`config.mk`:
```
export PLATFORM = sky130hd
export DESIGN_NAME = wakeTimer
export DESIGN_NICKNAME = d
export VERILOG_FILES = /design/src/rtl/wakeTimerPkg.sv /design/src/rtl/wakeTimerDatapath.sv /design/src/rtl/wakeTimerCtrl.sv /design/src/rtl/wakeTimer.sv
export SDC_FILE = /design/constraint.sdc
export NUM_CORES = 1
export LEC_CHECK = 0
export ABC_AREA = 1
export BUFFER_PORTS_ARGS = -buffer_cell sky130_fd_sc_hd__buf_2
export CAP_MARGIN = 10
export CORE_MARGIN = 4
export CORE_UTILIZATION = 40
export DETAILED_ROUTE_END_ITERATION = 10
export SYNTH_ARGS = -nofsm -noshare
export SYNTH_HDL_FRONTEND = slang
export SYNTH_SLANG_ARGS = --single-unit
export TNS_END_PERCENT = 50
```
`constraint.sdc`:
```
create_clock -name clk -period 1.45 [get_ports clk]
set_clock_uncertainty 0.05 [all_clocks]
set_input_delay 0 -clock clk [delete_from_list [all_inputs] [get_ports clk]]
set_output_delay 0 -clock clk [all_outputs]
set_load 0.02 [all_outputs]
```
`src/rtl/wakeTimerPkg.sv`:
```
package wakeTimerPkg;

  localparam int FLAG_BIT = 7;
  localparam int ACK_BIT  = 6;
  localparam int SEL_BIT  = 5;
  localparam int IEN_BIT  = 4;

  typedef enum logic [1:0] {
    PM_RUN   = 2'b00,
    PM_WAIT  = 2'b01,
    PM_STOP  = 2'b10,
    PM_STOPX = 2'b11
  } powerMode_e;

  // strobes from control to datapath
  typedef struct packed {
    logic       countEn;     // selected source is allowed in this power mode
    logic       prescClear;  // hold or restart the prescaler at zero
    logic       srcInternal; // 1: internal source ticks are used
    logic [2:0] rate;        // current rate code
  } wakeStrobe_t;

endpackage

```
`src/rtl/wakeTimerDatapath.sv`:
```
module wakeTimerDatapath
  import wakeTimerPkg::*;
#(
  parameter int BASE_LOG2   = 3,
  parameter int SYNC_STAGES = 2
) (
  input  logic        clk,
  input  logic        rstN,
  input  logic        extClk,
  input  logic        intClk,
  input  wakeStrobe_t strobe,
  output logic        expirePulse
);

  localparam int CNT_W   = BASE_LOG2 + 7;
  localparam int NUM_SRC = 2;

  logic [NUM_SRC-1:0] srcRaw;
  logic [NUM_SRC-1:0] srcEdge;

  assign srcRaw = {intClk, extClk};

  // one synchronizer chain plus edge detector per source
  for (genvar s = 0; s < NUM_SRC; s++) begin : g_src
    logic [SYNC_STAGES:0] chain;
    always_ff @(posedge clk or negedge rstN) begin
      if (!rstN) chain <= '0;
      else       chain <= {chain[SYNC_STAGES-1:0], srcRaw[s]};
    end
    assign srcEdge[s] = chain[SYNC_STAGES-1] & ~chain[SYNC_STAGES];
  end

  logic             tick;
  logic [CNT_W-1:0] count;
  logic [CNT_W-1:0] lastCount;

  assign tick      = strobe.srcInternal ? srcEdge[1] : srcEdge[0];
  // BASE_LOG2+rate low bits set: period of 2^(BASE_LOG2+rate) ticks
  assign lastCount = {CNT_W{1'b1}} >> (3'd7 - strobe.rate);

  assign expirePulse = tick && strobe.countEn && (strobe.rate != 3'd0)
                       && (count == lastCount);

  always_ff @(posedge clk or negedge rstN) begin
    if (!rstN) begin
      count <= '0;
    end else if (strobe.prescClear) begin
      count <= '0;
    end else if (tick && strobe.countEn) begin
      if (expirePulse) count <= '0;
      else             count <= count + 1'b1;
    end
  end

endmodule

```
`src/rtl/wakeTimerCtrl.sv`:
```
module wakeTimerCtrl
  import wakeTimerPkg::*;
(
  input  logic        clk,
  input  logic        rstN,
  input  logic        wrEn,
  input  logic [7:0]  wrData,
  input  logic [1:0]  powerMode,
  input  logic        expirePulse,
  output wakeStrobe_t strobe,
  output logic [7:0]  rdData,
  output logic        irq
);

  logic       srcSel;
  logic       intEn;
  logic [2:0] rate;
  logic       flag;
  logic       cfgChange;
  logic       inStop;

  assign inStop    = powerMode[1];
  assign cfgChange = wrEn && ((wrData[SEL_BIT] != srcSel) || (wrData[2:0] != rate));

  always_ff @(posedge clk or negedge rstN) begin
    if (!rstN) begin
      srcSel <= 1'b0;
      intEn  <= 1'b0;
      rate   <= 3'd0;
    end else if (wrEn) begin
      srcSel <= wrData[SEL_BIT];
      intEn  <= wrData[IEN_BIT];
      rate   <= wrData[2:0];
    end
  end

  always_ff @(posedge clk or negedge rstN) begin
    if (!rstN)                         flag <= 1'b0;
    else if (expirePulse)              flag <= 1'b1;
    else if (wrEn && wrData[ACK_BIT])  flag <= 1'b0;
  end

  always_comb begin
    strobe.countEn     = inStop ? srcSel : !srcSel;
    strobe.prescClear  = (rate == 3'd0) || cfgChange;
    strobe.srcInternal = srcSel;
    strobe.rate        = rate;
  end

  assign rdData = {flag, 1'b0, srcSel, intEn, 1'b0, rate};
  assign irq    = flag & intEn;

endmodule

```
`src/rtl/wakeTimer.sv`:
```
module wakeTimer
  import wakeTimerPkg::*;
#(
  parameter int BASE_LOG2   = 3,
  parameter int SYNC_STAGES = 2
) (
  input  logic       clk,
  input  logic       rstN,
  input  logic       wrEn,
  input  logic [7:0] wrData,
  output logic [7:0] rdData,
  input  logic [1:0] powerMode,
  input  logic       extClk,
  input  logic       intClk,
  output logic       irq
);

  wakeStrobe_t strobe;
  logic        expirePulse;

  wakeTimerCtrl i_ctrl (
    .clk(clk), .rstN(rstN), .wrEn(wrEn), .wrData(wrData),
    .powerMode(powerMode), .expirePulse(expirePulse),
    .strobe(strobe), .rdData(rdData), .irq(irq)
  );

  wakeTimerDatapath #(.BASE_LOG2(BASE_LOG2), .SYNC_STAGES(SYNC_STAGES)) i_dp (
    .clk(clk), .rstN(rstN), .extClk(extClk), .intClk(intClk),
    .strobe(strobe), .expirePulse(expirePulse)
  );

endmodule

```
==> flow_summary_export.csv, run 1 <==
group,metric,value,unit
synth,synth-compound-area-share,3.07,%
sta,fin_crit_sh,105,%
detailed_routing,wl,3.03,mm
clock_network,clockBufferDepth,2,
worst_setup_path,worstSetupPathType,"flop to flop",
run_status,status,"finished, violations left",
floorplan,dieWidth,65.1,µm
run_status,violations,"setup timing",
worst_setup_path,cp_top_family,"simple AND/OR/NAND/NOR gates",
detailed_routing,wl_met2,1.50,mm
power_and_ir_drop,p_leak,0.920,nW
worst_setup_path,crit_path_start,"i_ctrl.rate[1]",
global_route,grt_pass1_vias,1252,
clock_network,cts_tree,"yes",
sta,rsz0062_at_grt,"true",
sta,setup_ws,-0.0721,ns
synth,synth_area_leaders,"dfrtp_1 (42%), nand2_1 (19%), inv_1 (6.1%), nor2_1 (3.7%), nand3_1 (3.5%)",
worst_setup_path,r2r-start,"i_ctrl.rate[1]",
synth,yosys.area_share.adder,0.961,%
hold_path,hold_class,"primary input to asynchronous set/reset pin",
floorplan,dieHeight,65.1,µm
place,place_area,0.00146,mm²
finish,nets,243,
detailed_routing,drt_pass1_iterations,4,
finish,syn2layout_area_growth,38.6,%
synth,synth_top_family_by_area,"simple AND/OR/NAND/NOR gates",
sta,setup_viol,6,
detailed_routing,wl_met1,1.37,mm
sta,fmax,657,MHz
worst_setup_path,cp_slowest_cell,"dfrtp_2",
sta,setup_tns,-0.317,ns
detailed_routing,drc,0,
synth,synth-xor-area-share,1.34,%
detailed_routing,drt-initial-drc-count,24,
synth,ys.warnings.count,0,
worst_setup_path,crit_path_frequent_cell,"nand2_1",
finish,diodes,0,
worst_setup_path,cp-end-kind,"flop",
global_route,overflow,0,
sta,hold_ws,0.114,ns
worst_setup_path,cp_max_fo,5,
worst_setup_path,cp_slowest_stage_delay,0.48,ns
detailed_routing,vias,1246,
place,routabilityCongestion,0.826,
worst_setup_path,arrival,1.71,ns
floorplan,io_pins,24,
synth,yosysMostFrequentCell,"nand2_1",
floorplan,dieArea,0.00423,mm²
global_route,grt_max_degree,23,
global_route,grt_pass1_wl,5.35,mm
flow_run,maxCapViolCount,0,
sta,hold_violations,0,
detailed_routing,wl_per_cell,11.2,µm
synth,syn_area,0.00130,mm²
synth,synthArstFlopShare,100,%
synth,ys_top_cells_by_count,"nand2_1 (67), dfrtp_1 (22), inv_1 (21), nor2_1 (13), nand3_1 (9)",
clock_network,cts_buffers,3,
detailed_routing,ant_nets,0,
synth,postSynthAreaPerCell,7.24,µm²
floorplan,core,0.00308,mm²
worst_setup_path,path_cells,"buf_6, nand2_2, nand2_1, nor2_1, nand2_1, nand2_2, nand3_4, nand2_1, nand2_1, nand2_2, nor2_2",
synth,yosysSeqAreaShare,42.3,%
power_and_ir_drop,ir_drop,0.000471,V
detailed_routing,route.met3.wl,119,µm
synth,synth_ff_type,"dfrtp_1",
worst_setup_path,crit_buf_inv,1,
clock_network,clock_latency,0.32,ns
sta,layout_min_cycle_time,1.52,ns
floorplan,start_util,42.3,%
global_route,grt.total_usage,16.0,%
synth,yosysTopAreaCellShare,42.3,%
clock_network,cts_sinks,22,
clock_network,root_buffer,"clkbuf_4",
synth,muxShareOfSynthArea,0.865,%
clock_network,htree_num_levels,1,
finish,finalInstanceArea,0.00181,mm²
finish,drive_above_1_share,33.6,%
synth,ys_types,26,
sta,slew_viol_final,0,
global_route,grt_antenna_before_repair,0,
synth,synth_top_area_cell,"dfrtp_1",
worst_setup_path,r2r_slack,-0.07,ns
synth,synth_edf_count,0,
sta,maxSlewHeadroom,66.3,%
place,portBuffers,18,
sta,worstMarginPinSlew,0.505,ns
detailed_routing,via_per_inst,4.61,
worst_setup_path,critPathRequiredTime,1.64,ns
finish,num-fill-cells,291,
synth,synth-seq-cells,22,
place,detailed_place_hpwl,1.95,mm
floorplan,core.rowCount,20,
power_and_ir_drop,power.density,817,mW/mm²
detailed_routing,top_layer,"met4",
worst_setup_path,cp-start-kind,"flop",
synth,syn_inst,180,
synth,yosys.area_share.simple,38.7,%
clock_network,path_clk_slew,0.14,ns
## area by class of cell
class	instances	area [µm²]	share of cell area, %
flip-flops and latches	22	554	30.7
multi-input cells	126	662	36.7
clock buffers	3	22.5	1.25
clock inverters	1	30.0	1.66
repair buffers	48	372	20.6
inverters	26	110	6.10
well taps	44	55.1	3.05
## flip-flops by register name, indices dropped and copies added, names as in the netlist
name,cells
i_dp.count,10
i_dp.g_src.chain,6
i_ctrl.flag,1
i_ctrl.srcSel,1
i_ctrl.intEn,1
i_ctrl.rate,3
## repair_timing
item	in CTS	in global routing
setup endpoints to repair	7	11
buffers inserted	6	0
hold endpoints to repair	30	0
resized for setup	24	10
hold buffers	15	0
gates cloned	1	0
pin swaps	7	6
## worst register-to-register path: stages (launching register included)
cell     delay, ns
dfrtp_2       0.48
buf_6         0.14
nand2_2       0.05
nand2_1       0.05
nor2_1        0.08
nand2_1       0.07
nand2_2       0.12
nand3_4       0.11
nand2_1       0.11
nand2_1       0.08
nand2_2       0.07
nor2_2        0.03
## path summary, 6_finish.rpt
kind	end	cells past startpoint
max	i_dp.count[4]	11
min	i_dp.count[6]	2
max reg2reg	i_dp.count[4]	11
min reg2reg	i_dp.g_src[1].chain[1]	0
max in group asynchronous	i_ctrl.rate[0]	2
min in group clk	i_dp.count[9]	7
## metrics by stage
stage	cells	total power, mW	util [%]	setup WS, ns
finish	270	1.48	58.7	-0.0721
global placement	244	0.890	47.4	-0.0311
CTS	270	1.47	57.8	-0.0459
floorplan	181	0.837	-	0.0117
detailed placement	244	0.897	47.4	-0.0519
global route	270	1.55	58.7	-0.161
## report_power, final
group / switching (mW) / internal (mW) / total (mW)
clock network: 0.206 / 0.280 / 0.486
registers: 0.0211 / 0.639 / 0.660
logic: 0.190 / 0.140 / 0.329
## metal layers
layer,vias to the layer above,track usage [%]
met4,0,4.66
met2,25,28.9
li1,636,-
met5,-,0
met3,5,2.77
met1,580,19.3
## placed cells by master (no fill, tap or decap), types with 2 or more instances in the layout
cell           Yosys  final
a21oi_1            2      2
buf_2              0     18
buf_4              5     10
buf_6              2      5
clkbuf_4           0      3
conb_1             1      2
dfrtp_1           22     19
dfrtp_2            0      3
dlygate4sd3_1      0     15
inv_1             21     19
inv_2              4      4
nand2_1           67     59
nand2_2            4     11
nand3_1            9      7
nand3_2            1      3
nand3_4            1      2
nand4_1            6      6
nor2_1            13     11
nor2_2             6      7
nor2_4             1      2
o21ai_0            5      4
xor2_1             2      2
## cells by family (layout without fill, tap and decap cells)
logic type / after synthesis / count (layout)
mux: 1 / 1
fa+ha+maj: 1 / 1
flops: 22 / 22
other cells: 1 / 2
buf+inv: 34 / 78
simple gates: 111 / 112
xor+xnor: 2 / 2
compound gates: 8 / 8
Note: power is estimated with default switching activity, not from simulation.
==> run 2: changes to the inputs <==
Clock period 1.45 ns to 1.9 ns, I/O delays scaled along.
==> run 2 against run 1 <==
Against the previous run:
- the flow now finishes without violations
- cell count is 4.8% lower
- sequential share of layout area is 3.3 points higher
- global-route usage is 1.5 points lower
- clock power is 25% lower
- core utilization is 6.0 points lower
- die area stayed put
- sequential power is 23% lower
- register-to-register slack better by 0.34 ns
- total power is 28% lower
- critical path depth is 5 lower
==> flow_summary_export.csv, run 2 (same netlist as run 1, synthesis figures left out) <==
group,metric,value,unit
worst_setup_path,arrival,1.91,ns
finish,fin_cells,257,
global_route,overflow,0,
finish,largest_register_ff_count,10,
floorplan,dieArea,0.00423,mm²
place,detailed_place_hpwl,1.94,mm
detailed_routing,ant_nets,0,
clock_network,clockBufferDepth,2,
place,routabilityCongestion,0.837,
sta,rsz0062_at_grt,"false",
worst_setup_path,cp-start-kind,"primary input",
flow_run,maxCapViolCount,0,
floorplan,dieWidth,65.1,µm
power_and_ir_drop,power,1.06,mW
floorplan,io_pins,24,
clock_network,htree_num_levels,1,
worst_setup_path,path_cells,"dlygate4sd3_1, buf_2, nand2_1, dlygate4sd3_1, o21ai_0, dlygate4sd3_1",
global_route,grt_max_degree,23,
worst_setup_path,cp_slowest_cell,"dlygate4sd3_1",
global_route,grt_pass1_wl,4.82,mm
clock_network,clock_latency,0.32,ns
worst_setup_path,critPathRequiredTime,2.06,ns
global_route,grt.total_usage,14.5,%
global_route,grt_pass1_vias,1142,
clock_network,cts_buffers,3,
place,post-place-ws,0.277,ns
finish,reg.largest.list,"i_dp.count x10, i_dp.g_src.chain x6, i_ctrl.rate x3",
global_route,grt_antenna_before_repair,0,
detailed_routing,vias,1171,
worst_setup_path,worstSetupPathType,"primary input to flop",
floorplan,dieHeight,65.1,µm
sta,layout_min_cycle_time,1.75,ns
clock_network,path_clk_slew,0.13,ns
power_and_ir_drop,power.density,657,mW/mm²
place,portBuffers,18,
detailed_routing,via_per_inst,4.56,
finish,top_register,"i_dp.count",
clock_network,cts_tree,"yes",
worst_setup_path,cp_max_fo,3,
power_and_ir_drop,ir_drop,0.000265,V
clock_network,cts_sinks,22,
finish,syn2layout_area_growth,24.4,%
floorplan,core.rowCount,20,
sta,fin_crit_sh,92.2,%
power_and_ir_drop,p_leak,0.852,nW
hold_path,hold_class,"primary input to flop",
detailed_routing,drt-initial-drc-count,42,
run_status,status,"completed",
finish,final_common_cell,"nand2_1",
finish,nets,230,
finish,utilization,52.6,%
place,post-place-cells,235,
detailed_routing,wl,2.76,mm
finish,num-fill-cells,308,
sta,fmax,571,MHz
sta,slew_viol_final,0,
sta,setup_viol,0,
worst_setup_path,cp-end-kind,"flop",
worst_setup_path,r2r_slack,0.27,ns
finish,diodes,0,
floorplan,start_util,42.3,%
worst_setup_path,cp_slowest_stage_delay,0.58,ns
worst_setup_path,crit_path_frequent_cell,"dlygate4sd3_1",
sta,hold_violations,0,
sta,setup_tns,0,ns
finish,drive_above_1_share,19.2,%
clock_network,root_buffer,"clkbuf_4",
detailed_routing,drc,0,
sta,setup_ws,0.148,ns
finish,layout_common_cells,"nand2_1 (67), dfrtp_1 (22), inv_1 (21)",
detailed_routing,drt_pass1_iterations,4,
floorplan,core,0.00308,mm²
detailed_routing,wl_per_cell,10.7,µm
## run 2: changes by cell type in the layout (fill, tap and decap cells not counted), sizes merged
cell / delta
buf: -15
dlygate4sd3: +3
nand3: -1
## run 2: critical path: cells and delay by family
kind                   cells  cell delay [ns]
AND/OR/NAND/NOR            1             0.05
AO/OA/AOI/OAI              1             0.07
buffers and inverters      4             1.80
## run 2: timing repair
action,in CTS,in global routing
resized for setup,0,0
setup buffers,0,0
hold endpoints to repair,30,0
hold buffers,18,0
## run 2: final timing paths
| path | startpoint | endpoint | cells past startpoint |
|---|---|---|---|
| max | wrData[1] | i_ctrl.rate[1] | 6 |
| min | wrEn | i_ctrl.intEn | 2 |
| max reg2reg | i_ctrl.rate[1] | i_dp.count[2] | 9 |
| min reg2reg | i_dp.g_src[0].chain[0] | i_dp.g_src[0].chain[1] | 0 |
| max in group asynchronous | rstN | i_ctrl.rate[2] | 2 |
| min in group asynchronous | rstN | i_ctrl.srcSel | 2 |
## run 2: cell type report
cell class	instances	area, µm²	share of cell area (%)
clock buffers	3	22.5	1.39
clock inverters	1	30.0	1.85
inverters	26	98.8	6.10
multi-input cells	125	593	36.6
flip-flops and latches	22	551	34.0
well taps	44	55.1	3.40
repair buffers	36	270	16.7
## run 2: layer usage
layer	share of wire (%)	GRT usage (%)	wire (µm)
met2	50	26.4	1380
met1	45	16.8	1250
met5	0	0	0
met3	3.1	2.60	87
met4	1.5	5.44	42
## run 2: per-stage QoR
| stage | area, µm² | hold WS, ns |
|---|---|---|
| finish | 1620 | 0.0327 |
| global route | 1620 | 0.0360 |
| CTS | 1620 | 0.0214 |
| detailed placement | 1390 | -0.0549 |
| global placement | 1390 | -0.0625 |
| floorplan | 1310 | -0.346 |
## run 2: report_power, final
group / switching, mW / internal (mW)
logic: 0.111 / 0.0788
registers: 0.0238 / 0.486
clock network: 0.152 / 0.213
total: 0.286 / 0.778
